<file path="config.mk">
export PLATFORM = sky130hd
export DESIGN_NAME = sdram_burst_seq
export DESIGN_NICKNAME = d
export VERILOG_FILES = /design/src/rtl/sdram_burst_pkg.sv /design/src/rtl/sdram_burst_ctrl.sv /design/src/rtl/sdram_burst_dp.sv /design/src/rtl/sdram_burst_seq.sv
export SDC_FILE = /design/constraint.sdc
export NUM_CORES = 1
export LEC_CHECK = 0
export BUFFER_PORTS_ARGS = -buffer_cell sky130_fd_sc_hd__buf_2
export CORE_MARGIN = 8
export CORE_UTILIZATION = 47
export CTS_BUF_LIST = sky130_fd_sc_hd__clkbuf_8
export CTS_CLUSTER_SIZE = 28
export DETAILED_ROUTE_END_ITERATION = 12
export GPL_TIMING_DRIVEN = 0
export PLACE_DENSITY = 0.8
export REMOVE_ABC_BUFFERS = 1
export SYNTH_ARGS = -nofsm -noshare
export SYNTH_HDL_FRONTEND = slang
export SYNTH_SLANG_ARGS = --single-unit
</file>
<file path="constraint.sdc">
create_clock -name clk -period 2.74 [get_ports clk]
set_input_delay 0.274 -clock clk [delete_from_list [all_inputs] [get_ports clk]]
set_output_delay 0.274 -clock clk [all_outputs]
set_load 0.02 [all_outputs]
</file>
<file path="src/rtl/sdram_burst_pkg.sv">
package sdram_burst_pkg;
  localparam int COL_W  = 8;
  localparam int LANES  = 4;
  localparam int MAX_CL = 3;
  localparam int LEN_CODE_W = 3;
  localparam logic [LEN_CODE_W-1:0] FULL_PAGE_CODE = 3'd7;
  localparam int MAX_POW_CODE = 3;

  typedef struct packed {
    logic [LEN_CODE_W-1:0] lenCode;
    logic                  interleave;
    logic                  casLat3;
    logic                  singleWr;
  } modeReg_t;

  // strobes from control to datapath, valid in the current cycle
  typedef struct packed {
    logic             fire;       // new column command taken now
    logic             beatOn;     // a beat is issued now
    logic             beatWrite;  // the beat is a write
    logic             flushRd;    // write command: drop pending read data
    logic             interleave; // order of the current beat
    logic [COL_W-1:0] beatIdx;    // beat number within the burst
    logic [COL_W-1:0] lowMask;    // wrapping bits of the column
  } beatCtl_t;

  function automatic logic [COL_W-1:0] lowMaskOf(input logic [LEN_CODE_W-1:0] code);
    logic [COL_W-1:0] m;
    m = '0;
    if (code == FULL_PAGE_CODE) m = '1;
    else if (int'(code) <= MAX_POW_CODE) m = COL_W'((1 << code) - 1);
    return m;
  endfunction
endpackage

</file>
<file path="src/rtl/sdram_burst_ctrl.sv">
module sdram_burst_ctrl
  import sdram_burst_pkg::*;
(
  input  logic                  clk,
  input  logic                  rstN,
  input  logic                  modeLoad,
  input  logic [LEN_CODE_W-1:0] modeLenCode,
  input  logic                  modeInterleave,
  input  logic                  modeCasLat3,
  input  logic                  modeSingleWrite,
  input  logic                  cmdValid,
  input  logic                  cmdWrite,
  input  logic                  cmdStop,
  output modeReg_t              modeQ,
  output beatCtl_t              ctl
);
  logic             busy;
  logic [COL_W-1:0] idxQ;
  logic [COL_W-1:0] lastQ;
  logic [COL_W-1:0] maskQ;
  logic             intlQ;
  logic             wrQ;
  logic [COL_W-1:0] newMask;
  logic [COL_W-1:0] newLast;
  logic             newIntl;

  always_ff @(posedge clk or negedge rstN) begin
    if (!rstN) begin
      modeQ <= '0;
    end else if (modeLoad) begin
      modeQ <= '{lenCode: modeLenCode, interleave: modeInterleave,
                 casLat3: modeCasLat3, singleWr: modeSingleWrite};
    end
  end

  always_comb begin
    newMask = lowMaskOf(modeQ.lenCode);
    newIntl = modeQ.interleave && (modeQ.lenCode != FULL_PAGE_CODE);
    newLast = (cmdWrite && modeQ.singleWr) ? '0 : newMask;
  end

  always_ff @(posedge clk or negedge rstN) begin
    if (!rstN) begin
      busy  <= 1'b0;
      idxQ  <= '0;
      lastQ <= '0;
      maskQ <= '0;
      intlQ <= 1'b0;
      wrQ   <= 1'b0;
    end else if (cmdValid) begin
      busy  <= (newLast != '0);
      idxQ  <= COL_W'(1);
      lastQ <= newLast;
      maskQ <= newMask;
      intlQ <= newIntl;
      wrQ   <= cmdWrite;
    end else if (busy) begin
      if (cmdStop || idxQ == lastQ) busy <= 1'b0;
      else                          idxQ <= idxQ + 1'b1;
    end
  end

  always_comb begin
    ctl.fire       = cmdValid;
    ctl.beatOn     = cmdValid || (busy && !cmdStop);
    ctl.beatWrite  = cmdValid ? cmdWrite : wrQ;
    ctl.flushRd    = cmdValid && cmdWrite;
    ctl.interleave = cmdValid ? newIntl : intlQ;
    ctl.beatIdx    = cmdValid ? '0 : idxQ;
    ctl.lowMask    = cmdValid ? newMask : maskQ;
  end

  AST_STOP_ENDS: assert property (@(posedge clk) disable iff (!rstN)
    (cmdStop && !cmdValid) |=> !busy);
  AST_SINGLE_WRITE: assert property (@(posedge clk) disable iff (!rstN)
    (cmdValid && cmdWrite && modeQ.singleWr) |=> !busy);
endmodule

</file>
<file path="src/rtl/sdram_burst_dp.sv">
module sdram_burst_dp
  import sdram_burst_pkg::*;
(
  input  logic             clk,
  input  logic             rstN,
  input  beatCtl_t         ctl,
  input  logic             casLat3,
  input  logic [COL_W-1:0] startCol,
  input  logic [LANES-1:0] byteMask,
  output logic             colValid,
  output logic [COL_W-1:0] colAddr,
  output logic             rdValid,
  output logic [LANES-1:0] writeEn,
  output logic [LANES-1:0] outEn
);
  logic [COL_W-1:0]  baseQ;
  logic [COL_W-1:0]  base;
  logic [COL_W-1:0]  seqSum;
  logic [MAX_CL-1:0] rdPipe;
  logic              rdIssue;
  logic              rdDue;
  logic [LANES-1:0]  maskDly [2];

  always_ff @(posedge clk or negedge rstN) begin
    if (!rstN)         baseQ <= '0;
    else if (ctl.fire) baseQ <= startCol;
  end

  always_comb begin
    base   = ctl.fire ? startCol : baseQ;
    seqSum = base + ctl.beatIdx;
    if (ctl.interleave) colAddr = base ^ ctl.beatIdx;
    else                colAddr = (base & ~ctl.lowMask) | (seqSum & ctl.lowMask);
    colValid = ctl.beatOn;
    rdIssue  = ctl.beatOn && !ctl.beatWrite;
  end

  // read-valid delay line; the tap is chosen by the CAS latency
  always_ff @(posedge clk or negedge rstN) begin
    if (!rstN)            rdPipe <= '0;
    else if (ctl.flushRd) rdPipe <= '0;
    else                  rdPipe <= {rdPipe[MAX_CL-2:0], rdIssue};
  end

  assign rdDue   = casLat3 ? rdPipe[MAX_CL-1] : rdPipe[MAX_CL-2];
  assign rdValid = rdDue && !ctl.flushRd;

  always_ff @(posedge clk or negedge rstN) begin
    if (!rstN) begin
      maskDly[0] <= '0;
      maskDly[1] <= '0;
    end else begin
      maskDly[0] <= byteMask;
      maskDly[1] <= maskDly[0];
    end
  end

  for (genvar g = 0; g < LANES; g++) begin : g_lane
    assign writeEn[g] = ctl.beatOn && ctl.beatWrite && !byteMask[g];
    assign outEn[g]   = rdValid && !maskDly[1][g];
  end

  AST_BUS_ONE_DIR: assert property (@(posedge clk) disable iff (!rstN)
    (|writeEn) |-> !rdValid);
  AST_ADDR_IN_WINDOW: assert property (@(posedge clk) disable iff (!rstN)
    colValid |-> ((colAddr & ~ctl.lowMask) == (base & ~ctl.lowMask)));
  AST_RD_AFTER_ISSUE: assert property (@(posedge clk) disable iff (!rstN)
    rdValid |-> ($past(rdIssue, 2) || $past(rdIssue, 3)));
endmodule

</file>
<file path="src/rtl/sdram_burst_seq.sv">
module sdram_burst_seq
  import sdram_burst_pkg::*;
(
  input  logic        clk,
  input  logic        rstN,
  input  logic        modeLoad,
  input  logic [2:0]  modeLenCode,
  input  logic        modeInterleave,
  input  logic        modeCasLat3,
  input  logic        modeSingleWrite,
  input  logic        cmdValid,
  input  logic        cmdWrite,
  input  logic        cmdStop,
  input  logic [7:0]  startCol,
  input  logic [3:0]  byteMask,
  output logic        colValid,
  output logic [7:0]  colAddr,
  output logic        rdValid,
  output logic [3:0]  writeEn,
  output logic [3:0]  outEn
);
  modeReg_t modeQ;
  beatCtl_t ctl;

  sdram_burst_ctrl u_ctrl (
    .clk(clk), .rstN(rstN), .modeLoad(modeLoad), .modeLenCode(modeLenCode),
    .modeInterleave(modeInterleave), .modeCasLat3(modeCasLat3),
    .modeSingleWrite(modeSingleWrite), .cmdValid(cmdValid), .cmdWrite(cmdWrite),
    .cmdStop(cmdStop), .modeQ(modeQ), .ctl(ctl)
  );

  sdram_burst_dp u_dp (
    .clk(clk), .rstN(rstN), .ctl(ctl), .casLat3(modeQ.casLat3),
    .startCol(startCol), .byteMask(byteMask), .colValid(colValid),
    .colAddr(colAddr), .rdValid(rdValid), .writeEn(writeEn), .outEn(outEn)
  );
endmodule

</file>
; Word level (Yosys, flattened, before mapping)
; Index checks and enable logic that the tools add are counted.
[word_totals]
ff_bits = 52
inputBits = 24
output_inout_bits = 18
wordCells = 76
[classes]
add_sub_neg = 3
order_cmp = 1
n_eq_ne = 4
shift = 1
n_mux = 17
bitwise = 5
reduce_logical = 31
[op_table]
columns = cell, n
row1 = 2-to-1 mux 8 bit, 10
row2 = AND 8 bit, 2
row3 = logical AND 1 bit, 15
row4 = logical NOT 1 bit, 11
row5 = "adder 8 x 1 -> 8 bit, second input constant", 1
row6 = adder 8 bit, 1
row7 = equality test 8 bit, 1
row8 = NOT 8 bit, 1
row9 = bitwise OR 8 bit, 1
row10 = nonzero test 8 bit, 1
row11 = "left shift 1 x 3 -> 8 bit, first input constant", 1
row12 = "subtractor 8 x 2 -> 8 bit, second input constant", 1
row13 = bitwise XOR 8 bit, 1
row14 = 2-to-1 mux 1 bit, 6
row15 = "equality test 3 bit, second input constant", 1
row16 = "less-or-equal comparator 3 x 2 -> 1 bit, second input constant", 1
row17 = 2-to-1 mux 3 bit, 1
row18 = "!= test 3 bit, second input constant", 1
row19 = logical OR 1 bit, 2
row20 = "!= test 2 bit, second input constant", 1
row21 = AND reduction 2 bit, 1
row22 = nonzero test 2 bit, 1

; Depth between registers and ports, before layout
; Gate-level depths: netlist of run 1.
[logic_depth]
word_depth = 9
depth_mapped = 11
ltp_nobuf = 8

; Hierarchy
; From an unflattened synthesis of run 1, not the netlist that was laid out.
[hier_totals]
hier_cells = 257
area_unflattened_um2 = 2680.1
[by_module_without_submodules]
columns = mod, instances, cells_per_inst, area_each_um2, seq_area_each_um2
row1 = sdram_burst_ctrl, 1, 148, 1551.5, 825.8
row2 = sdram_burst_dp, 1, 109, 1128.6, 475.5

; Least setup slack after synthesis of run 1
; No wires, ideal clock.
[synth_path]
path_kind = input port to output port
startpoint = in cmdValid
endpoint = out colAddr[7]
t_arrival_ps = 2528
required_time_ps = 2466
setup_slack_ps = -62
stages = 9
n_path_buf = 2
path_cell_list = buf_2 -> buf_4 -> mux2i_1 -> inv_1 -> ha_1 -> a211oi_1 -> o21ai_0 -> a21o_1 -> a211oi_1
[synth_between]
elab_chain_cells = 5
word_cells_on_any_way = 11
cone_classes = add/sub (1) / mux (5) / bitwise (5)
[synth_rtl]
columns = element, line
row1 = start: declaration, sdram_burst_seq.sv:11  ; input logic cmdValid,
row2 = 2-to-1 mux 8 bit, -
row3 = net u_dp.base[1], sdram_burst_dp.sv:17  ; logic [COL_W-1:0] base;
row4 = adder 8 bit, sdram_burst_dp.sv:31  ; seqSum = base + ctl.beatIdx;
row5 = AND 8 bit, sdram_burst_dp.sv:33  ; else colAddr = (base & ~ctl.lowMask) | (seqSum & ctl.lowMask);
row6 = bitwise OR 8 bit, sdram_burst_dp.sv:33
row7 = 2-to-1 mux 8 bit, sdram_burst_dp.sv:32  ; if (ctl.interleave) colAddr = base ^ ctl.beatIdx;
row8 = end: declaration, sdram_burst_seq.sv:17  ; output logic [7:0] colAddr,
; The timed path passes the listed nets, and every way through them passes these cells.

; Worst setup path after layout of run 1
[layout_path]
startpoint = reg u_dp.baseQ[0]
endpoint = out colAddr[6]
[layout_between]
elab_chain_cells = 5
[layout_rtl]
columns = element, line
row1 = start: declaration, sdram_burst_dp.sv:16  ; logic [COL_W-1:0] baseQ;
row2 = start signal: assignment, sdram_burst_dp.sv:26  ; else if (ctl.fire) baseQ <= startCol;
row3 = 2-to-1 mux 8 bit, -
row4 = net u_dp.base[0], sdram_burst_dp.sv:17
row5 = adder 8 bit, sdram_burst_dp.sv:31
row6 = AND 8 bit, sdram_burst_dp.sv:33
row7 = bitwise OR 8 bit, sdram_burst_dp.sv:33
row8 = 2-to-1 mux 8 bit, sdram_burst_dp.sv:32
; The timed path passes the listed nets, and every way through them passes these cells.

==> results of run 1 <==
[worst reg2reg max path, cell delays in order (launching register included)]
cell and delay (ns):
dfrtp_2 0.41, or3_1 0.38, ha_1 0.30, or2_4 0.26
a211oi_1 0.28, a21o_1 0.12
[per-layer routing]
layer  vias up  share of wire  global-route usage
li1       1065              -                   -
met1      1039           0.43               0.183
met2        37           0.52               0.246
met3         7          0.040              0.0256
met4         0          0.015              0.0515
met5         -              0                   0
[metrics by stage]
step | total power (W) | instances | setup TNS, ns | utilization
global route | 0.00198 | 401 | -0.0769 | 0.574
global placement | 0.00134 | 381 | -3.14 | 0.522
CTS | 0.00183 | 395 | 0 | 0.552
finish | 0.00186 | 401 | 0 | 0.574
floorplan | 0.00121 | 265 | 0 | -
detailed placement | 0.00136 | 381 | -3.34 | 0.522
[cell usage after synthesis (5+ instances only)]
| cell type | instances | share of area |
|---|---|---|
| a21oi_1 | 17 | 0.030 |
| inv_1 | 17 | 0.022 |
| nand2b_1 | 6 | 0.013 |
| nand3_1 | 6 | 0.011 |
| ha_1 | 9 | 0.039 |
| clkbuf_1 | 5 | 0.0066 |
| mux2_1 | 6 | 0.024 |
| nand2_1 | 15 | 0.020 |
| dfrtp_1 | 52 | 0.46 |
| o21ai_0 | 10 | 0.018 |
| xor2_1 | 8 | 0.025 |
| o22ai_1 | 5 | 0.011 |
| a21o_1 | 6 | 0.016 |
| mux2_2 | 13 | 0.051 |
| nor2b_1 | 10 | 0.022 |
| nor2_1 | 24 | 0.032 |
| nand4_1 | 5 | 0.011 |
| mux2i_1 | 6 | 0.021 |
[sequential cells by signal, indices dropped and copies added, names as in the netlist]
register,flops
u_dp.rdPipe,3
u_dp.baseQ,8
u_dp.maskDly,8
u_ctrl.idxQ,8
u_ctrl.busy,1
u_ctrl.modeQ,6
u_ctrl.lastQ,8
u_ctrl.wrQ,1
u_ctrl.intlQ,1
u_ctrl.maskQ,8
[worst max path at each step]
stage / from / endpoint / slack [ns] / cells after the start
after global placement: cmdValid / colAddr[7] / -0.91 / 10
after detailed placement: cmdValid / colAddr[7] / -0.97 / 10
after CTS: u_dp.baseQ[0] / colAddr[6] / 0.002 / 9
after global routing: u_dp.baseQ[2] / colAddr[7] / -0.05 / 7
after floorplan: u_ctrl.modeQ[3] / colAddr[1] / 0.23 / 6
final: u_dp.baseQ[0] / colAddr[6] / 0.09 / 9
[timing repair]
item / 4_1_cts / 5_1_grt
gates resized for setup: 11 / 23
setup endpoints to repair: 7 / 7
endpoints found under the hold margin: 0 / 0
buffers inserted: 6 / 6
pin swaps: 2 / 6
[layout make-up]
class,instances,area (sq um),share of cell area
Clock inverter,3,26.3,0.00777
Multi-Input combinational cell,195,1490,0.441
Inverter,18,78.8,0.0233
Clock buffer,5,68.8,0.0204
Tap cell,75,93.8,0.0278
Sequential cell,52,1310,0.386
Timing Repair Buffer,53,318,0.0940
[power by group]
part | switching [W] | total [W] | internal (W)
Clock | 0.000264 | 0.000450 | 0.000187
Combinational | 0.000310 | 0.000543 | 0.000233
Sequential | 0.0000341 | 0.000870 | 0.000836
Total | 0.000608 | 0.00186 | 0.00126
[layout by cell type (no fill, tap or decap), types with 6 or more instances in the layout]
cell      Yosys  final
mux2_1        6      6
nor2b_1      10      8
xor2_1        8      8
nand3_1       6      6
nor2_1       24     24
inv_1        17     15
buf_2         3     37
dfrtp_1      52     49
mux2_2       13     12
a21oi_1      17     15
buf_4         2     15
nand2_1      15     14
o21ai_0      10      8
a21o_1        6      6
ha_1          9      7
nand2b_1      6      6
[kinds of logic after synthesis]
family / Yosys count / synth area share
AO/OA/AOI/OAI: 60 / 0.138
XOR/XNOR: 9 / 0.0276
buffers and inverters: 31 / 0.0552
AND/OR/NAND/NOR: 90 / 0.176
flip-flops: 52 / 0.456
adder cells (fa/ha/maj): 10 / 0.0464
multiplexers: 26 / 0.101
==> metrics.txt, run 1 <==
status finished, final reports clean; initial antenna violation count 0; clock latency on the worst-skew pair approximately 0.31 ns; WHS between 0.08 and 0.09 ns; FP Rows 28; CP endpoint kind output port; CP max FO 3; max cap viols 0; CORE AREA 5890 sq um; Hold WC Path Type primary input to register; fillers around 480; Placed Area 3070 sq um; CTS H-tree lvls 2; die area 8830 sq um; Starting Density 0.485; antenna viol nets, final 0; Mapped Area about 2900 sq um; Clock Skew 0.00760 ns; CTS Sinks 52; Syn Inst Count 278; Critical Path Max Stage Delay around 0.38 ns; number of synthesized flops with an enable pin 0; I/O pins 42; final worst slack 0.0875 ns; Synth-to-Final Area Change 18.4%; clock root buffer clkbuf_8; min-delay src byteMask[1]; share of cells above drive strength 1 0.316; final hold vios 0; initial DRC count 79; sequential share of the synthesized area 0.456; final instance area ~3400 sq um; IO Port Bufs 41; reg-to-reg slack, setup roughly 0.95 ns; Synth Warn # 0; Vert. Die Dim about 94 um; Mean Syn Cell Area between 10 and 15 sq um; Max Freq roughly 380 MHz; setup violators final 0; Die X 94.0 um; top_reg_cell synth dfrtp_1; Slew Limit Fails 0; WHS Path Cells 1; total track usage 0.146; CTS tree yes; Pwr Density between 500 and 600 nW/um^2; Peak VDD IR slightly above 0.3 mV; Crit path required time approximately 2.5 ns; Pre-antenna DRT Iters 4; drt wl/cell ~15 um; nets@finish between 300 and 400; Worst-path clk slew ~0.10 ns; synthesized flop and latch total 52; Reg-to-Reg End u_ctrl.lastQ[1]; Tmin final ~2.7 ns; Slew headroom 0.240; Synth cell types around 50; first-pass GRT wire length about 10000 um; FF-to-FF path depth 5; ant diodes 0; FF-to-FF Start u_ctrl.modeQ[3]; type of origin of the critical path register; WL final roughly 6200 um; Hold-fix buffers, CTS 0; Setup WS pre-CTS -0.973 ns; Final HPWL DP approximately 4300 um; vias per cell 5.36; number of global-route vias before repair roughly 2100; DR vias between 2000 and 2500; LEAKAGE approximately 1.6 nW; grt ovf 0; hold endpoint u_dp.maskDly[5]; CTS Buf Count 5; crit path kind register to output port; measured slew at the worst slew-check pin 1.14 ns; delay-heaviest family, CP simple AND/OR/NAND/NOR gates; critical path cell sequence mux2_4, ha_4, inv_1, fa_2, nand3b_1, a21oi_2, or2_2, a211oi_2, buf_4; Max clock buf depth 2; period utilization 0.968; RSZ-0062 raised after global routing true; master of the slowest instance on the critical path dfrtp_1; largest net degree at the start of global routing 53; Buf/Inv on CP 2; Routability Congestion ~0.9; drc violations 0; asr flop ratio synth 1.00; Data arrival, critical path about 2.4 ns
No activity file was read; power rests on OpenSTA's default activity.
==> run 2: changes to the inputs <==
ABC_AREA = 1   (was unset)
==> run 2 against run 1 <==
Via count grew 12%; sequential share of layout area rose by 1.5 points; global-route usage fell by 0.57 points; register-to-register slack better by 0.27 ns; non-clock buffer count decreased by 12; die area up 1.2%; clock skew is 0.0027 ns lower; largest cell class unchanged; sequential power grew 1%; synthesized area up 1.4%.
==> metrics.txt, run 2 <==
total power 0.00182 W (-2.4%); IO Port Bufs 41 (unchanged); hold endpoint u_dp.maskDly[6]; FF-to-FF Start u_ctrl.modeQ[5]; Die X 94.5 um (+0.58%); part of the power in registers 0.486 (+0.019); Slew headroom 0.249 (+0.00917); master of the slowest instance on the critical path ha_1; Final HPWL DP 4360 um (+0.80%); sw frac 0.343 (+0.0167); synthesized flop and latch total 52 (unchanged); Hold WC Path Type primary input to register; most frequent cells after synthesis nand2_1 (121), dfrtp_1 (52), inv_1 (52); total track usage 0.140 (-0.00572); initial antenna violation count 0 (unchanged); drc violations 0 (unchanged); initial DRC count 169 (+110%); Non-Filler Instances 487 (+21%); sequential share of the synthesized area 0.449 (-0.00630); Clock Skew 0.00486 ns (-0.00274 ns); top-count cell post-synth nand2_1; WHS Path Cells 1 (unchanged); measured slew at the worst slew-check pin 1.13 ns (-0.0138 ns); Max clock buf depth 2 (unchanged); Slew Limit Fails 0 (unchanged); antenna viol nets, final 0 (unchanged); Pwr Density 560 nW/um^2 (+1.5%); Synth top area share 0.449 (-0.00630); first-pass GRT wire length 10300 um (-0.93%); Logic pwr share 0.264 (-0.027); CORE AREA 5960 sq um (+1.2%); Vert. Die Dim 94.5 um (+0.58%); main area contributors after synthesis dfrtp_1 (45%), nand2_1 (16%), inv_1 (6.7%); grt ovf 0 (unchanged); CTS H-tree lvls 2 (unchanged); type of origin of the critical path primary input; Reg-to-Reg End u_ctrl.maskQ[1]; clock latency on the worst-skew pair 0.31 ns (about the same); vias per cell 4.93 (-8.0%); Routability Congestion 0.853 (-4.3%); number of global-route vias before repair 2357 (+11%); number of synthesized flops with an enable pin 0 (unchanged); sw power 0.000624 W (+2.6%); share of cells above drive strength 1 0.192 (-0.124); Cells after DPL 479 (+26%); Pre-antenna DRT Iters 4 (unchanged); reg-to-reg slack, setup 1.22 ns (+0.27 ns); Data arrival, critical path 2.29 ns (-0.09 ns); LEAKAGE 1.80 nW (+9.4%); drt wl/cell 12.1 um (-22%); Synth cell types 32 (-37%); Crit path required time 2.47 ns (about the same); FP Rows 28 (unchanged); commonest non-fill, non-tap cell in the layout nand2_1; Mapped Area 2900 sq um (+1.4%); CP max FO 35 (+32); Synth-to-Final Area Change 12.2%; Clock power frac 0.250 (+0.008); clock root buffer clkbuf_8; critical path cell sequence buf_12, inv_6, or2_2, o21ai_0, inv_1, ha_1, nand2_1, nand2_1, a21oi_1, nand3_1, nand3_1, nand3_1, nand2_1, buf_2; WL final 5920 um (-4.7%); CP endpoint kind output port; CTS Buf Count 5 (unchanged); FF-to-FF path depth 6 (+1); period utilization 0.934 (-0.0340); Synth Warn # 0 (unchanged); status finished, final reports clean; largest net degree at the start of global routing 53 (unchanged); asr flop ratio synth 1.00 (unchanged); ant diodes 0 (unchanged); I/O pins 42 (unchanged); Worst-path clk slew 0.10 ns (about the same); Max Freq 391 MHz (+3.6%); DR vias 2401 (+12%); CTS tree yes; CTS Sinks 52 (unchanged); setup violators final 0 (unchanged); nets@finish 445 (+24%); final hold vios 0 (unchanged); Critical Path Max Stage Delay 0.38 ns (about the same); Post-CTS Setup Inserts 0 (-6); Tmin final 2.56 ns (-0.0932 ns); die area 8930 sq um (+1.2%); Starting Density 0.486 (+0.00101); Syn Inst Count 372 (+34%); Peak VDD IR 0.335 mV (+9.3%); min-delay src byteMask[2]; area leader, netlist dfrtp_1; max cap viols 0 (unchanged); setup_tns 0 ns (unchanged); crit path kind primary input to output port; RSZ-0062 raised after global routing false; top_reg_cell synth dfrtp_1; commonest non-fill, non-tap cells in the layout nand2_1 (121), inv_1 (52), dfrtp_1 (51), buf_2 (40), nor2_1 (30); Mean Syn Cell Area 7.79 sq um (-24%); Int Pwr 0.00120 W (-4.8%)
## run 2: metal layers
layer	GRT usage	wire length (um)	up-vias	part of all wire
met3	0.0190	111	5	0.019
met4	0.0559	77	0	0.013
met5	0	0	-	0
li1	-	-	1234	-
met1	0.169	2640	1127	0.45
met2	0.247	3090	35	0.52
## run 2: kinds of logic (layout without fill, tap and decap cells)
family / after synthesis / after routing / synth area share
mux: 3 / 3 / 0.0117
fa+ha+maj: 10 / 10 / 0.0458
compound gates: 34 / 34 / 0.0773
simple gates: 195 / 195 / 0.284
buf+inv: 67 / 107 / 0.0985
flops: 52 / 52 / 0.449
xor+xnor: 11 / 11 / 0.0333
## run 2: power groups by stage
| stage | registers [W] | logic [W] | clock network [W] |
|---|---|---|---|
| 6_report | 0.000883 | 0.000481 | 0.000455 |
| 5_1_grt | 0.000891 | 0.000545 | 0.000482 |
| 4_1_cts | 0.000882 | 0.000482 | 0.000462 |
| 3_5_place_dp | 0.000897 | 0.000475 | 0 |
| 3_3_place_gp | 0.000893 | 0.000466 | 0 |
| 2_1_floorplan | 0.000886 | 0.000336 | 0 |
## run 2: how the worst max path moves through the flow
stage | startpoint | to | depth (start not counted)
after detailed placement | cmdValid | colAddr[7] | 14
final | cmdValid | colAddr[7] | 14
after CTS | u_ctrl.idxQ[0] | colAddr[6] | 13
after global routing | cmdValid | colAddr[7] | 14
after global placement | cmdValid | colAddr[7] | 14
after floorplan | cmdValid | colAddr[6] | 13
## run 2: final cells by class
type / instances / area (sq um)
clock buffers: 5 / 68.8
clock inverters: 3 / 22.5
fillers: 555 / 2710
inverters: 58 / 226
multi-input cells: 253 / 1320
flip-flops and latches: 52 / 1300
well taps: 75 / 93.8
repair buffers: 41 / 220
## run 2: critical path, delay by kind of cell
family,cells,cell delay [ns]
simple gates,7,0.76
buf+inv,4,0.56
fa+ha+maj,1,0.38
compound gates,2,0.29
## run 2: timing repair
| action | CTS | global route |
|---|---|---|
| hold buffers | 0 | 0 |
| setup endpoints to repair | 5 | 4 |
| pin swaps | 0 | 1 |
| gates resized for setup | 4 | 5 |
## run 2: through the flow
| step | hold slack, ns | util | area [sq um] | setup WS (ns) |
|---|---|---|---|---|
| CTS | 0.0735 | 0.543 | 3230 | 0.0498 |
| global route | 0.0667 | 0.546 | 3250 | 0.00425 |
| finish | 0.0769 | 0.546 | 3250 | 0.181 |
| detailed placement | 0.336 | 0.526 | 3130 | -0.408 |
| global placement | 0.332 | 0.526 | 3130 | -0.384 |
| floorplan | -0.0216 | - | 2840 | 0.546 |
==> run 3: changes to the inputs <==
--- a/config.mk
+++ b/config.mk
@@ -6,5 +6,4 @@
 export NUM_CORES = 1
 export LEC_CHECK = 0
-export ABC_AREA = 1
 export BUFFER_PORTS_ARGS = -buffer_cell sky130_fd_sc_hd__buf_2
 export CORE_MARGIN = 8
==> constraint.sdc (replaced) <==
create_clock -name clk -period 2.74 [get_ports clk]
set_input_delay 0.274 -clock clk [delete_from_list [all_inputs] [get_ports clk]]
set_output_delay 0.274 -clock clk [all_outputs]
set_load 0.005 [all_outputs]
==> run 3 against run 2 <==
Sequential share of layout area fell by 0.80 points; total power decreased by 1.5%; worst setup slack worse by 0.086 ns; final cell count shrank 18%; hold slack better by 0.0070 ns; maximum frequency fell by 3.3%; clock power decreased by 1%; count of clock-buffer cells in the layout is the same; routed wire length increased by 2.9%; register-to-register slack lost 0.35 ns; core utilization grew 1.9 points; sequential power fell by 1%; critical path type is now register to output port; largest power group unchanged; highest routed layer unchanged.
==> metrics.txt, run 3 (synthesis gave the netlist of run 1 again) <==
die area 8830 sq um (-1.2%); Max clock buf depth 2 (unchanged); clock root buffer clkbuf_8; max cap viols 0 (unchanged); IO Port Bufs 41 (unchanged); FP Rows 28 (unchanged); clock latency on the worst-skew pair 0.31 ns (about the same); Clock Skew 0.00568 ns (+0.000819 ns); I/O pins 42 (unchanged); CP max FO 4 (-89%); Vert. Die Dim 94.0 um (-0.58%); CTS tree yes; Slew Limit Fails 0 (unchanged); first-pass GRT wire length 10300 um (-0.14%); CORE AREA 5890 sq um (-1.2%); met3 GRT Util 0.0256 (+0.00653); crit path kind register to output port; DR vias 2128 (-11%); min-delay src byteMask[1]; total power 0.00179 W (-1.5%); CTS H-tree lvls 2 (unchanged); met2 usage 0.244 (-0.00294); Reg-to-Reg End u_ctrl.lastQ[1]; vias per cell 5.31 (+7.6%); commonest non-fill, non-tap cell in the layout dfrtp_1; WL final 6090 um (+2.9%); Peak VDD IR 0.303 mV (-9.5%); total track usage 0.145 (+0.00421); Hold WC Path Type primary input to register; RSZ-0062 raised after global routing true; Pre-antenna DRT Iters 4 (unchanged); CP endpoint kind output port; final hold vios 0 (unchanged); FF-to-FF path depth 5 (-1); Crit path required time 2.47 ns (about the same); Slew headroom 0.237 (-0.0117); Starting Density 0.485 (-0.00101); reg-to-reg slack, setup 0.87 ns (-0.35 ns); WHS Path Cells 1 (unchanged); initial DRC count 85 (-50%); hold endpoint u_dp.maskDly[5]; Synth-to-Final Area Change 16.3%; Max Freq 378 MHz (-3.3%); share of cells above drive strength 1 0.298 (+0.106); nets@finish 359 (-19%); period utilization 0.965 (+0.0314); drt wl/cell 15.2 um (+25%); Tmin final 2.65 ns (+0.0860 ns); Hold-fix buffers, CTS 0 (unchanged); type of origin of the critical path register; grt ovf 0 (unchanged); Pwr Density 539 nW/um^2 (-3.7%); commonest non-fill, non-tap cells in the layout dfrtp_1 (49), buf_2 (40), nor2_1 (24), inv_1 (16); status finished, final reports clean; measured slew at the worst slew-check pin 1.14 ns (+0.0176 ns); Worst-path clk slew 0.10 ns (about the same); setup violators final 0 (unchanged); M1 GR Usage 0.180 (+0.0112); Routability Congestion 0.892 (+4.5%); number of global-route vias before repair 2100 (-11%); antenna viol nets, final 0 (unchanged); drc violations 0 (unchanged); Die X 94.0 um (-0.58%); CTS Buf Count 5 (unchanged); gr busiest metal met2; FF-to-FF Start u_ctrl.modeQ[3]; largest net degree at the start of global routing 53 (unchanged); Final HPWL DP 4330 um (-0.79%); Cells after DPL 381 (-20%); initial antenna violation count 0 (unchanged); LEAKAGE 1.63 nW (-9.4%); CTS Sinks 52 (unchanged); Data arrival, critical path 2.37 ns (+0.08 ns); ant diodes 0 (unchanged); Non-Filler Instances 401 (-18%)
==> run 3: power by group <==
part | leakage [nW] | internal, W | total (W) | switching [W]
clock | 0.0487 | 0.000186 | 0.000450 | 0.000263
combinational | 0.935 | 0.000215 | 0.000470 | 0.000255
sequential | 0.645 | 0.000836 | 0.000872 | 0.0000353
==> run 3: area by class of cell <==
type,instances,area (sq um)
inverter,18,78.8
multi-input combinational,195,1450
clock inverter,3,26.3
tap,75,93.8
timing repair buffer,53,305
fill,486,2560
clock buffer,5,68.8
sequential,52,1310
==> run 3: what timing repair did <==
| item | CTS | global route |
|---|---|---|
| setup buffers | 3 | 9 |
| gates resized for setup | 9 | 12 |
| pin swaps | 2 | 3 |
| endpoints found under the setup margin | 7 | 5 |
==> run 3: worst max path at each step <==
stage	start	to	slack, ns	depth (start not counted)
after floorplan	cmdValid	colAddr[7]	0.50	8
final	u_ctrl.modeQ[3]	colAddr[1]	0.09	7
after global placement	cmdValid	colAddr[7]	-0.88	10
after CTS	u_ctrl.modeQ[3]	colAddr[1]	0.003	7
after detailed placement	cmdValid	colAddr[7]	-0.94	10
after global routing	u_dp.baseQ[1]	colAddr[7]	-0.009	8
==> run 3: metal layers <==
metal	wire length (um)	vias up
li1	-	1072
met1	2640	1018
met2	3100	31
met3	257	7
met4	93	0
met5	0	-
==> run 3: stage by stage <==
step / hold WS (ns) / instance area, sq um / TNS [ns] / util / setup WS, ns
3_5_place_dp: 0.335 / 3070 / -3.04 / 0.522 / -0.941
4_1_cts: 0.0715 / 3220 / 0 / 0.547 / 0.00279
6_report: 0.0838 / 3320 / 0 / 0.565 / 0.0947
2_1_floorplan: -0.0216 / 2770 / 0 / - / 0.499
3_3_place_gp: 0.332 / 3070 / -2.84 / 0.522 / -0.880
5_1_grt: 0.0633 / 3320 / -0.00915 / 0.565 / -0.00881
==> run 3: worst max-delay path, stage by stage, from the launching register on <==
cell and delay [ns]:
dfrtp_2 0.43, or3_1 0.38, ha_1 0.32, or2_4 0.26
a31oi_4 0.18, nor3_1 0.07, a311oi_1 0.26, buf_2 0.17
